===== src/rtl/cmdq_drain.sv =====
module cmdq_drain #(
  parameter int ADDR_W   = 32,
  parameter int MAX_LOG2 = 4,
  parameter int CMD_W    = 128,
  localparam int LW      = $clog2(MAX_LOG2 + 1)
) (
  input  logic              clk,
  input  logic              rst_n,
  input  logic              q_en,
  input  logic [ADDR_W-1:0] q_base,
  input  logic [LW-1:0]     q_log2sz,
  input  logic [MAX_LOG2-1:0] prod_ptr,
  input  logic              prod_wrap,
  output logic [MAX_LOG2-1:0] cons_ptr,
  output logic              cons_wrap,
  input  logic              gerr_ack,
  output logic              gerr_flag,
  output logic [1:0]        cmd_err,
  output logic              rd_req_valid,
  input  logic              rd_req_ready,
  output logic [ADDR_W-1:0] rd_req_addr,
  input  logic              rd_rsp_valid,
  input  logic              rd_rsp_err,
  input  logic [CMD_W-1:0]  rd_rsp_data,
  output logic              irq_sync,
  output logic              irq_gerr
);

  localparam logic [1:0] ERR_ILL = 2'd1;
  localparam logic [1:0] ERR_ABT = 2'd2;
  localparam logic [7:0] OP_SYNC = 8'h46;
  localparam logic [1:0] CS_IRQ  = 2'b01;
  localparam int         PAD_W   = ADDR_W - MAX_LOG2 - 4;

  typedef enum logic [1:0] {S_IDLE, S_REQ, S_RSP} st_t;
  st_t state;

  logic [LW-1:0]       lg;
  logic [MAX_LOG2-1:0] mask, cons_m, prod_m;
  logic                empty, pending, start;
  logic [7:0]          opcode;
  logic                op_nop, op_legal, sync_irq;

  assign lg      = (q_log2sz > LW'(MAX_LOG2)) ? LW'(MAX_LOG2) : q_log2sz;
  assign mask    = ~({MAX_LOG2{1'b1}} << lg);
  assign cons_m  = cons_ptr & mask;
  assign prod_m  = prod_ptr & mask;
  assign empty   = (cons_m == prod_m) && (cons_wrap == prod_wrap);
  assign pending = gerr_flag ^ gerr_ack;
  assign start   = q_en && !empty && !pending;

  assign opcode  = rd_rsp_data[7:0];

  always_comb begin
    case (opcode)
      8'h01, 8'h02, 8'h03, 8'h04, 8'h05, 8'h06,
      8'h10, 8'h11, 8'h12, 8'h13, 8'h18, 8'h1A,
      8'h20, 8'h21, 8'h22, 8'h23, 8'h28, 8'h2A,
      8'h30, 8'h40, 8'h41, 8'h44, 8'h45: op_nop = 1'b1;
      default:                           op_nop = 1'b0;
    endcase
  end

  assign op_legal = op_nop || (opcode == OP_SYNC);
  assign sync_irq = (opcode == OP_SYNC) && (rd_rsp_data[13:12] == CS_IRQ);

  assign rd_req_valid = (state == S_REQ);

  always_ff @(posedge clk or negedge rst_n) begin
    if (!rst_n) begin
      state       <= S_IDLE;
      cons_ptr    <= '0;
      cons_wrap   <= 1'b0;
      gerr_flag   <= 1'b0;
      cmd_err     <= '0;
      irq_sync    <= 1'b0;
      irq_gerr    <= 1'b0;
      rd_req_addr <= '0;
    end else begin
      irq_sync <= 1'b0;
      irq_gerr <= 1'b0;
      case (state)
        S_IDLE: if (start) begin
          rd_req_addr <= q_base + {{PAD_W{1'b0}}, cons_m, 4'b0000};
          state       <= S_REQ;
        end
        S_REQ: if (rd_req_ready) state <= S_RSP;
        S_RSP: if (rd_rsp_valid) begin
          state <= S_IDLE;
          if (rd_rsp_err || !op_legal) begin
            cmd_err   <= rd_rsp_err ? ERR_ABT : ERR_ILL;
            gerr_flag <= ~gerr_flag;
            irq_gerr  <= 1'b1;
          end else begin
            if (cons_m == mask) begin
              cons_ptr  <= '0;
              cons_wrap <= ~cons_wrap;
            end else begin
              cons_ptr  <= cons_m + 1'b1;
            end
            irq_sync <= sync_irq;
          end
        end
        default: state <= S_IDLE;
      endcase
    end
  end

endmodule


===== config.mk =====
export PLATFORM = sky130hd
export DESIGN_NAME = cmdq_drain
export DESIGN_NICKNAME = d
export VERILOG_FILES = /design/src/rtl/cmdq_drain.sv
export SDC_FILE = /design/constraint.sdc
export NUM_CORES = 1
export LEC_CHECK = 0
export ABC_CLOCK_PERIOD_IN_PS = 2650
export BUFFER_PORTS_ARGS = -buffer_cell sky130_fd_sc_hd__buf_2
export CORE_UTILIZATION = 36
export DETAILED_ROUTE_END_ITERATION = 7
export PLACE_DENSITY = 0.78
export SYNTH_ARGS = -nofsm -noshare
export SYNTH_HDL_FRONTEND = slang
export SYNTH_SLANG_ARGS = --single-unit
export TNS_END_PERCENT = 10

===== constraint.sdc =====
create_clock -name clk -period 2.65 [get_ports clk]
set_clock_uncertainty 0.2 [all_clocks]
set_input_delay 0.265 -clock clk [delete_from_list [all_inputs] [get_ports clk]]
set_output_delay 0.265 -clock clk [all_outputs]
set_load 0.03 [all_outputs]

==> qor.yml, run 1 <==
grt_pass1_vias: 2550
irDropWorstVdd_mv: 0.557
syn_area_per_cell_um2: 9.56
clock-sinks: 44
postSynth.asyncResetShare_pct: 100
seq_area_frac_synth_pct: 40.8
dieWidth_um: 88.5
syn2layout_area_growth_pct: 36.2
synth_top_area_share_pct: 40.8
hold_viol_final: 0
synthFlopType: "dfrtp_1"
num_io_pins: 218
vias: 2648
grt_use_total_pct: 20.1
p_per_area_nw_per_um2: 871
drcViolationCount: 0
cp_max_fo: 5
ant_nets: 0
switchingPower_w: 0.00143
path_clk_slew_ns: 0.09
path_cells: "nor2b_1, ha_1, fa_2, o2111ai_4, and2_0, buf_4, or4_1, a31oi_1"
coreArea_um2: 7250
cp.required_ns: 2.66
max_freq_mhz: 401
globalRouteOverflowTotal: 0
cp.arrival_ns: 2.51
slew_viol_final: 0
setup_violations: 0
synth_fp_nets: 462
synth_seq_cells: 44
drive_gt1_share_pct: 37.5
startpoint_type: "flop"
grt_setup_unrepaired: "false"
p_int_w: 0.00177
multi_input_area_um2: 1570
dieArea_um2: 7840
critPathBufInv: 1
cp_slowest_cell: "or4_1"
post_drt_wl_per_cell_um: 14.9
fin_nets: 587
drtIter0Drc: 128
pre_cts_slack_ns: -0.0140
synth_area_leader_cell: "dfrtp_1"
clockBufferDepth: 2
io_buffers: 99
cts_buffers: 5
grt_start_max_net_pins: 45
dr.pass1.iters: 4
seq_area_um2: 1100
synth.area.top_cells: "dfrtp_1 (41%), xnor2_1 (7.5%), o21ai_0 (7.4%)"
die_height_um: 88.5
drv_cap: 0
synth_edf_count: 0
syn-cell-area_um2: 2700
leakage_nw: 1.64
clockPowerShare_pct: 16.0
cp-end-kind: "flop"
ys_types: 51
clock_latency_ns: 0.29
fp-row-count: 31
final_area_um2: 3670
dp_hpwl_um: 5860
hold_path_class: "input pin to flop"
slew_headroom_pct: 33.0
status: "finished, final reports clean"
swShare_pct: 44.6
pwr-share-seq_pct: 34.5
post_cts_buffers: 0
comb_power_share_pct: 49.5
critical_path_class: "flop to flop"
period_share_pct: 94.2
cp_top_family: "simple AND/OR/NAND/NOR gates"
synth_common_cells: "dfrtp_1 (44), o21ai_0 (40), xnor2_1 (23), nand2_1 (17), a21oi_1 (16)"
grt_pass1_wl_um: 12000
yosysWarnings: 0
yosysMostFrequentCell: "dfrtp_1"
vias_per_cell: 5.21
gp_congestion: 0.857
min_period_ns: 2.50
antenna_found_initial: 1
drt_wl_total_um: 7560
netlist_instances: 282
placed_cell_area_um2: 3480
fillers: 687
worst_pin_slew_ns: 1.00
cts_root_buffer: "clkbuf_8"
cts_max_level: 2
start_util_pct: 37.2
timing.final.ws_setup_ns: 0.154
cts_tree: "yes"
slowest_delay_ns: 0.49
==> worst paths after layout <==
path                              endpoint  slack, ns  depth (start not counted)            start
min in group asynchronous  rd_req_addr[27]       0.47                          2            rst_n
min                         rd_req_addr[2]       0.01                          2        q_base[2]
max                        rd_req_addr[22]       0.15                          8      cons_ptr[0]
max in group asynchronous      cons_ptr[0]       1.09                          2            rst_n
max reg2reg                rd_req_addr[22]       0.15                          8      cons_ptr[0]
min reg2reg                rd_req_addr[15]       0.30                          2  rd_req_addr[15]
==> state kept, by name, summed over array words and instances (netlist names) <==
register / flops
cons_ptr: 4
irq_sync: 1
rd_req_addr: 32
cmd_err: 2
cons_wrap: 1
state: 2
irq_gerr: 1
gerr_flag: 1
==> repair_timing <==
action / 4_1_cts / 5_1_grt
hold endpoints to repair: 51 / 0
gates resized for setup: 0 / 3
hold buffers: 7 / 0
endpoints found under the setup margin: 0 / 7
==> placed cells by master (no fill, tap or decap), drive strengths merged, types with 2 or more instances in the layout <==
cell | netlist | final
buf | 4 | 124
dfrtp | 44 | 44
o21ai | 40 | 40
xnor2 | 23 | 23
nand2 | 17 | 17
a21oi | 16 | 16
mux2 | 10 | 10
nand3 | 10 | 10
a31oi | 9 | 9
nor2 | 8 | 8
o31ai | 7 | 7
xor2 | 7 | 7
dlygate4sd3 | 0 | 7
a211oi | 6 | 6
clkbuf | 9 | 6
and2 | 5 | 5
inv | 4 | 4
a21o | 4 | 4
and4 | 4 | 4
nand4 | 4 | 4
ha | 4 | 4
nor2b | 4 | 4
or4 | 4 | 4
nor3 | 3 | 3
nand2b | 3 | 3
a22o | 3 | 3
a2111oi | 3 | 3
o2111ai | 3 | 3
and3 | 2 | 2
nand3b | 2 | 2
or3 | 2 | 2
a21boi | 2 | 2
a2bb2oi | 2 | 2
==> power by group through the flow <==
stage | combinational [W] | clock, W | sequential, W
after floorplan | 0.000504 | 0 | 0.00165
after global placement | 0.00155 | 0 | 0.00110
after detailed placement | 0.00158 | 0 | 0.00112
after CTS | 0.00159 | 0.000526 | 0.00111
after global routing | 0.00173 | 0.000543 | 0.00115
final | 0.00158 | 0.000512 | 0.00110
==> final cells by class <==
cell class	count	share of cell area, %
multi-input cells	221	42.7
clock buffers	6	1.98
diodes	1	0.0681
flip-flops and latches	44	30.0
inverters	4	0.409
clock inverters	2	0.954
repair buffers	131	20.5
well taps	99	3.37
==> cell families (layout without fill, tap and decap cells) <==
logic type / after synthesis / count (layout) / share of synthesized area (%)
other: 0 / 1 / 0
muxes: 10 / 10 / 4.18
DFF: 44 / 44 / 40.8
buffers and inverters: 17 / 143 / 2.64
and+or+nand+nor: 72 / 72 / 15.3
xor gates and xnor gates: 30 / 30 / 9.74
AOI/OAI and AO/OA: 103 / 103 / 24.4
adders and majority gates: 6 / 6 / 2.97
==> worst register-to-register path: stages (launching register included) <==
cell       delay, ns
dfrtp_2         0.36
nor2b_1         0.18
ha_1            0.23
fa_2            0.30
o2111ai_4       0.12
and2_0          0.16
buf_4           0.15
or4_1           0.49
a31oi_1         0.22
==> metal layers <==
layer | track usage [%] | share of wire, %
met5 | 0 | 0
met4 | 6.45 | 1.5
met3 | 5.78 | 8.2
met2 | 31.7 | 46
met1 | 26.7 | 44
==> metrics by stage <==
| stage | setup TNS, ns | instances | hold WS (ns) | util (%) | power [W] |
|---|---|---|---|---|---|
| after floorplan | 0 | 282 | -0.231 | - | 0.00215 |
| after global placement | 0 | 492 | 0.258 | 48.0 | 0.00265 |
| final | 0 | 508 | 0.0149 | 50.6 | 0.00320 |
| after detailed placement | -0.0375 | 492 | 0.261 | 48.0 | 0.00270 |
| after global routing | 0 | 507 | 0.0192 | 50.6 | 0.00341 |
| after CTS | 0 | 507 | 0.00704 | 50.5 | 0.00323 |
(Power assumes the default switching activity.)
==> run 2: changes to the inputs <==
- ABC_AREA: default -> 1
- CORE_UTILIZATION: 36 -> 37
==> qor.yml, run 2 <==
status: "finished, final reports clean"
cp.arrival_ns: 2.34  # -0.17 ns
timing.final.ws_setup_ns: 0.282  # +0.128 ns
coreArea_um2: 7370  # +1.6%
dieArea_um2: 8060  # +2.9%
synth_area_leader_cell: "dfrtp_1"
synth_seq_cells: 44  # unchanged
drtIter0Drc: 128  # unchanged
cts_buffers: 5  # unchanged
ant_nets: 0  # unchanged
drt_wl_total_um: 7700  # +1.9%
yosysWarnings: 0  # unchanged
regMostFlops: "rd_req_addr"
dp_hpwl_um: 6010  # +2.5%
cp.required_ns: 2.63  # -0.03 ns
reg_top3: "rd_req_addr (32), cons_ptr (4)"
grt_start_max_net_pins: 45  # unchanged
setup_violations: 0  # unchanged
fin_nets: 701  # +19%
globalRouteOverflowTotal: 0  # unchanged
cp-end-kind: "flop"
syn_area_per_cell_um2: 6.92  # -28%
cp_max_fo: 10  # +5
grt_pass1_wl_um: 13300  # +11%
dieWidth_um: 89.8  # +1.4%
drive_gt1_share_pct: 23.6  # -14 points
synth_edf_count: 0  # unchanged
io_buffers: 99  # unchanged
leakage_nw: 1.99  # +22%
syn-cell-area_um2: 2850  # +5.8%
seq_area_frac_synth_pct: 38.6  # -2.2 points
largest_reg_flops: 32  # unchanged
fin_setup_tns_ns: 0  # unchanged
period_share_pct: 89.4  # -4.8 points
vias: 3006  # +14%
startpoint_type: "flop"
cts_tree: "yes"
hold_viol_final: 0  # unchanged
synth_common_cells: "nand2_1 (153), nand3_1 (48), inv_1 (47), dfrtp_1 (44), nor2_1 (22)"
mostFrequentLayoutCell: "nand2_1"
start_util_pct: 38.7  # +1.5 points
slew_viol_final: 0  # unchanged
synth_fp_nets: 592  # +28%
syn2layout_area_growth_pct: 26.0
grt_pass1_vias: 2956  # +16%
num_io_pins: 218  # unchanged
pre_cts_slack_ns: 0.0813  # +0.0953 ns
synth.area.top_cells: "dfrtp_1 (39%), nand2_1 (20%), nand3_1 (8.4%)"
p_per_area_nw_per_um2: 942  # +8.1%
slew_headroom_pct: 35.0  # +1.9 points
netlist_instances: 412  # +46%
ctsResizeCount: 0  # unchanged
gp_congestion: 0.883  # +3.0%
fillers: 751  # +9.3%
hold_path_class: "input pin to flop"
synthFlopType: "dfrtp_1"
final_cell_mix: "nand2_1 (153), buf_2 (99), nand3_1 (48), inv_1 (47), dfrtp_1 (44)"
antenna_found_initial: 0  # -1
worst_pin_slew_ns: 0.976  # -0.0287 ns
cts_max_level: 2  # unchanged
clockBufferDepth: 2  # unchanged
drv_cap: 0  # unchanged
yosysMostFrequentCell: "nand2_1"
cts_root_buffer: "clkbuf_8"
dr.pass1.iters: 5  # +1
max_freq_mhz: 422  # +5.4%
clock-sinks: 44  # unchanged
irDropWorstVdd_mv: 0.365  # -35%
grt_use_total_pct: 20.0  # -0.078 points
ys_types: 33  # -35%
fp-row-count: 31  # unchanged
grt_setup_unrepaired: "false"
clock_latency_ns: 0.30  # about the same
critical_path_class: "flop to flop"
antenna_cells: 0  # -1
path_clk_slew_ns: 0.08  # about the same
post_drt_wl_per_cell_um: 12.4  # -17%
drcViolationCount: 0  # unchanged
synth_top_area_share_pct: 38.6  # -2.2 points
postSynth.asyncResetShare_pct: 100  # unchanged
min_period_ns: 2.37  # -0.128 ns
vias_per_cell: 4.85  # -7.0%
die_height_um: 89.8  # +1.4%
==> run 2: changes by cell type in the layout (fill, tap and decap cells not counted), moves of 9 or more <==
cell / change
o21ai_0: -24
xnor2_1: -19
inv_1: +43
nor2_1: +14
nand2_1: +136
mux2_2: -10
nand3_1: +39
nand4_1: +9
a21oi_1: -13
buf_4: -24
==> run 2: worst max-delay path, cell delays in order (launching register included) <==
cell and delay [ns]:
dfrtp_1 0.44, o21ai_0 0.09, inv_1 0.09, ha_1 0.21, fa_1 0.40, nand2_1 0.08, inv_1 0.04, nand3_1 0.10
nand2_2 0.17, nand2_1 0.15, xor2_1 0.17, o21ai_1 0.07
==> run 2: per-stage QoR <==
stage               cells  cell area [um^2]  hold WS (ns)  utilization (%)  total power (W)
floorplan             412              2850        -0.231                -          0.00246
global placement      605              3440         0.253             46.6          0.00295
detailed placement    605              3440         0.260             46.6          0.00301
CTS                   620              3590        0.0241             48.8          0.00343
global route          620              3590        0.0554             48.8          0.00365
finish                620              3590        0.0178             48.8          0.00339
==> run 2: path summary, 6_finish.rpt <==
path,startpoint,endpoint,slack (ns),depth (start not counted)
max in group asynchronous,rst_n,rd_req_addr[0],1.19,2
min in group asynchronous,rst_n,rd_req_addr[22],0.46,2
worst min-delay path,rd_rsp_data[13],irq_sync,0.02,3
worst min register to register,rd_req_addr[31],rd_req_addr[31],0.28,2
worst max-delay path,cons_ptr[0],rd_req_addr[10],0.28,11
worst max register to register,cons_ptr[0],rd_req_addr[10],0.28,11
==> run 2: layer usage <==
| layer | up-vias | track usage (%) | part of all wire, % |
|---|---|---|---|
| li1 | 1540 | - | - |
| met1 | 1357 | 24.4 | 44 |
| met2 | 95 | 34.2 | 48 |
| met3 | 14 | 3.98 | 6.3 |
| met4 | 0 | 8.88 | 2.2 |
| met5 | - | 0 | 0 |
==> run 2: what timing repair did <==
item / CTS / global route
hold buffers: 8 / 0
buffers inserted: 0 / 0
endpoints found under the hold margin: 51 / 0
==> run 2: cell type report <==
| class | instances | area (um^2) | area share, % |
|---|---|---|---|
| clock inverters | 1 | 5.00 | 0.139 |
| well taps | 99 | 124 | 3.45 |
| clock buffers | 6 | 72.6 | 2.02 |
| repair buffers | 108 | 583 | 16.2 |
| multi-input cells | 313 | 1520 | 42.4 |
| flip-flops and latches | 44 | 1100 | 30.6 |
| inverters | 49 | 186 | 5.19 |
==> run 2: kinds of logic after synthesis <==
kind of cell    synth area share (%)
simple gates                    41.1
xor+xnor                        3.07
fa+ha+maj                       2.46
buf+inv                         8.03
flops                           38.6
compound gates                  6.71
==> run 2: power breakdown <==
group | total, W | internal [W] | switching (W)
logic | 0.00184 | 0.000544 | 0.00129
registers | 0.00114 | 0.000972 | 0.000172
clock network | 0.000405 | 0.000180 | 0.000225
total | 0.00339 | 0.00170 | 0.00169
==> run 3: changes to the inputs <==
- ABC_AREA: 1 -> 0
- CORE_UTILIZATION: 37 -> 36
- GPL_TIMING_DRIVEN: default -> 0
==> qor.yml, run 3 (same netlist as run 1, synthesis figures left out) <==
status: "finished, final reports clean"
worst_pin_slew_ns: 0.984  # +0.00790 ns
critical_path_class: "flop to flop"
p_per_area_nw_per_um2: 874  # -7.2%
io_buffers: 98  # -1.0%
drt_wl_total_um: 7730  # +0.42%
clock-sinks: 44  # unchanged
slew_viol_final: 0  # unchanged
vias_per_cell: 5.31  # +9.5%
drv_cap: 0  # unchanged
antenna_found_initial: 2  # +2
fin_nets: 581  # -17%
stdcell_count: 501  # -19%
clockBufferDepth: 2  # unchanged
startpoint_type: "flop"
post_drt_wl_per_cell_um: 15.4  # +24%
clock_latency_ns: 0.29  # about the same
fp-row-count: 31  # unchanged
coreArea_um2: 7250  # -1.6%
dieArea_um2: 7840  # -2.8%
cts_max_level: 2  # unchanged
hold_viol_final: 0  # unchanged
cts_tree: "yes"
regMostFlops: "rd_req_addr"
gp_congestion: 0.871  # -1.4%
setup_violations: 0  # unchanged
cp.arrival_ns: 2.57  # +0.23 ns
dieWidth_um: 88.5  # -1.4%
cp_max_fo: 10  # unchanged
syn2layout_area_growth_pct: 35.3
min_period_ns: 2.57  # +0.200 ns
grt_start_max_net_pins: 45  # unchanged
num_io_pins: 218  # unchanged
hold_path_class: "input pin to flop"
path_clk_slew_ns: 0.08  # about the same
irDropWorstVdd_mv: 0.489  # +34%
cts_buffers: 5  # unchanged
fin_setup_tns_ns: 0  # unchanged
cp.required_ns: 2.65  # +0.02 ns
largest_reg_flops: 32  # unchanged
vias: 2660  # -12%
leakage_nw: 1.58  # -21%
globalRouteOverflowTotal: 0  # unchanged
cp-end-kind: "flop"
dp_hpwl_um: 5750  # -4.3%
total_power_w: 0.00319  # -5.8%
mostFrequentLayoutCell: "buf_2"
max_freq_mhz: 389  # -7.8%
grt_pass1_vias: 2501  # -15%
cts_root_buffer: "clkbuf_8"
drtIter0Drc: 100  # -22%
slew_headroom_pct: 34.4  # -0.53 points
ant_nets: 0  # unchanged
start_util_pct: 37.2  # -1.5 points
dr.pass1.iters: 4  # -1
drive_gt1_share_pct: 36.4  # +13 points
drcViolationCount: 0  # unchanged
dp_cells: 479  # -21%
reg_top3: "rd_req_addr (32), cons_ptr (4)"
period_share_pct: 96.9  # +7.5 points
grt_setup_unrepaired: "true"
whs_ns: 0.00884  # -0.00891 ns
die_height_um: 88.5  # -1.4%
grt_use_total_pct: 20.0  # -0.049 points
final_cell_mix: "buf_2 (101), dfrtp_1 (43), o21ai_0 (40), xnor2_1 (23), nand2_1 (17)"
grt_pass1_wl_um: 12000  # -9.4%
## run 3: cell count changes in the layout (fill, tap and decap cells not counted), moves of 13 or more
cell,previous run,this run
nand2_1,153,17
inv_1,47,4
nand3_1,48,9
o21ai_0,16,40
xnor2_1,4,23
nor2_1,22,7
a21oi_1,3,16
## run 3: per-stage QoR
stage,utilization [%],setup slack (ns),area (um^2)
after global routing,50.3,-0.0720,3650
final,50.3,0.0823,3650
after CTS,49.6,-0.0144,3600
after floorplan,-,0.00387,2730
after detailed placement,46.1,-0.401,3350
after global placement,46.1,-0.408,3350
## run 3: final timing paths
| kind | from | endpoint | slack, ns | depth (start not counted) |
|---|---|---|---|---|
| worst max-delay path | cons_ptr[1] | rd_req_addr[31] | 0.08 | 7 |
| worst min-delay path | rd_rsp_data[13] | irq_sync | 0.009 | 3 |
| worst max register to register | cons_ptr[1] | rd_req_addr[31] | 0.08 | 7 |
| worst min register to register | cmd_err[1] | cmd_err[1] | 0.30 | 1 |
| min in group asynchronous | rst_n | rd_req_addr[14] | 0.47 | 2 |
| max in group asynchronous | rst_n | cons_ptr[0] | 1.11 | 2 |
## run 3: report_power, final
part	internal (W)	total, W	leakage, nW	switching, W
combinational	0.000530	0.00158	0.989	0.00105
sequential	0.000955	0.00111	0.541	0.000154
clock	0.000277	0.000499	0.0513	0.000222
## run 3: final cells by class
| cell class | count | area (um^2) |
|---|---|---|
| diodes | 1 | 2.50 |
| plain buffers | 13 | 60.1 |
| clock buffers | 6 | 72.6 |
| clock inverters | 1 | 30.0 |
| fillers | 702 | 3600 |
| inverters | 4 | 15.0 |
| multi-input cells | 221 | 1630 |
| flip-flops and latches | 44 | 1100 |
| well taps | 99 | 124 |
| repair buffers | 112 | 613 |
## run 3: repair_timing
item	CTS	global route
gates resized for setup	8	10
setup endpoints to repair	17	17
pin swaps	5	2
setup buffers	5	2
hold endpoints to repair	50	0
hold buffers	7	0
## run 3: routing by layer
metal  GRT usage [%]  vias to the layer above  wire length (um)  part of all wire (%)
met5               0                        -                15                  0.19
met4            5.57                        2               136                   1.8
met3            4.85                       14               452                   5.8
met2            31.5                       91              3490                    45
met1            27.4                     1257              3630                    47
li1                -                     1296                 -                     -
## run 3: critical path, cell delays in order, from the launching register on
cell and delay (ns):
dfrtp_1 0.46, nor2b_2 0.22, ha_1 0.32, a21o_4 0.15
a31oi_4 0.17, and2_4 0.26, or4_1 0.50, a31oi_1 0.21
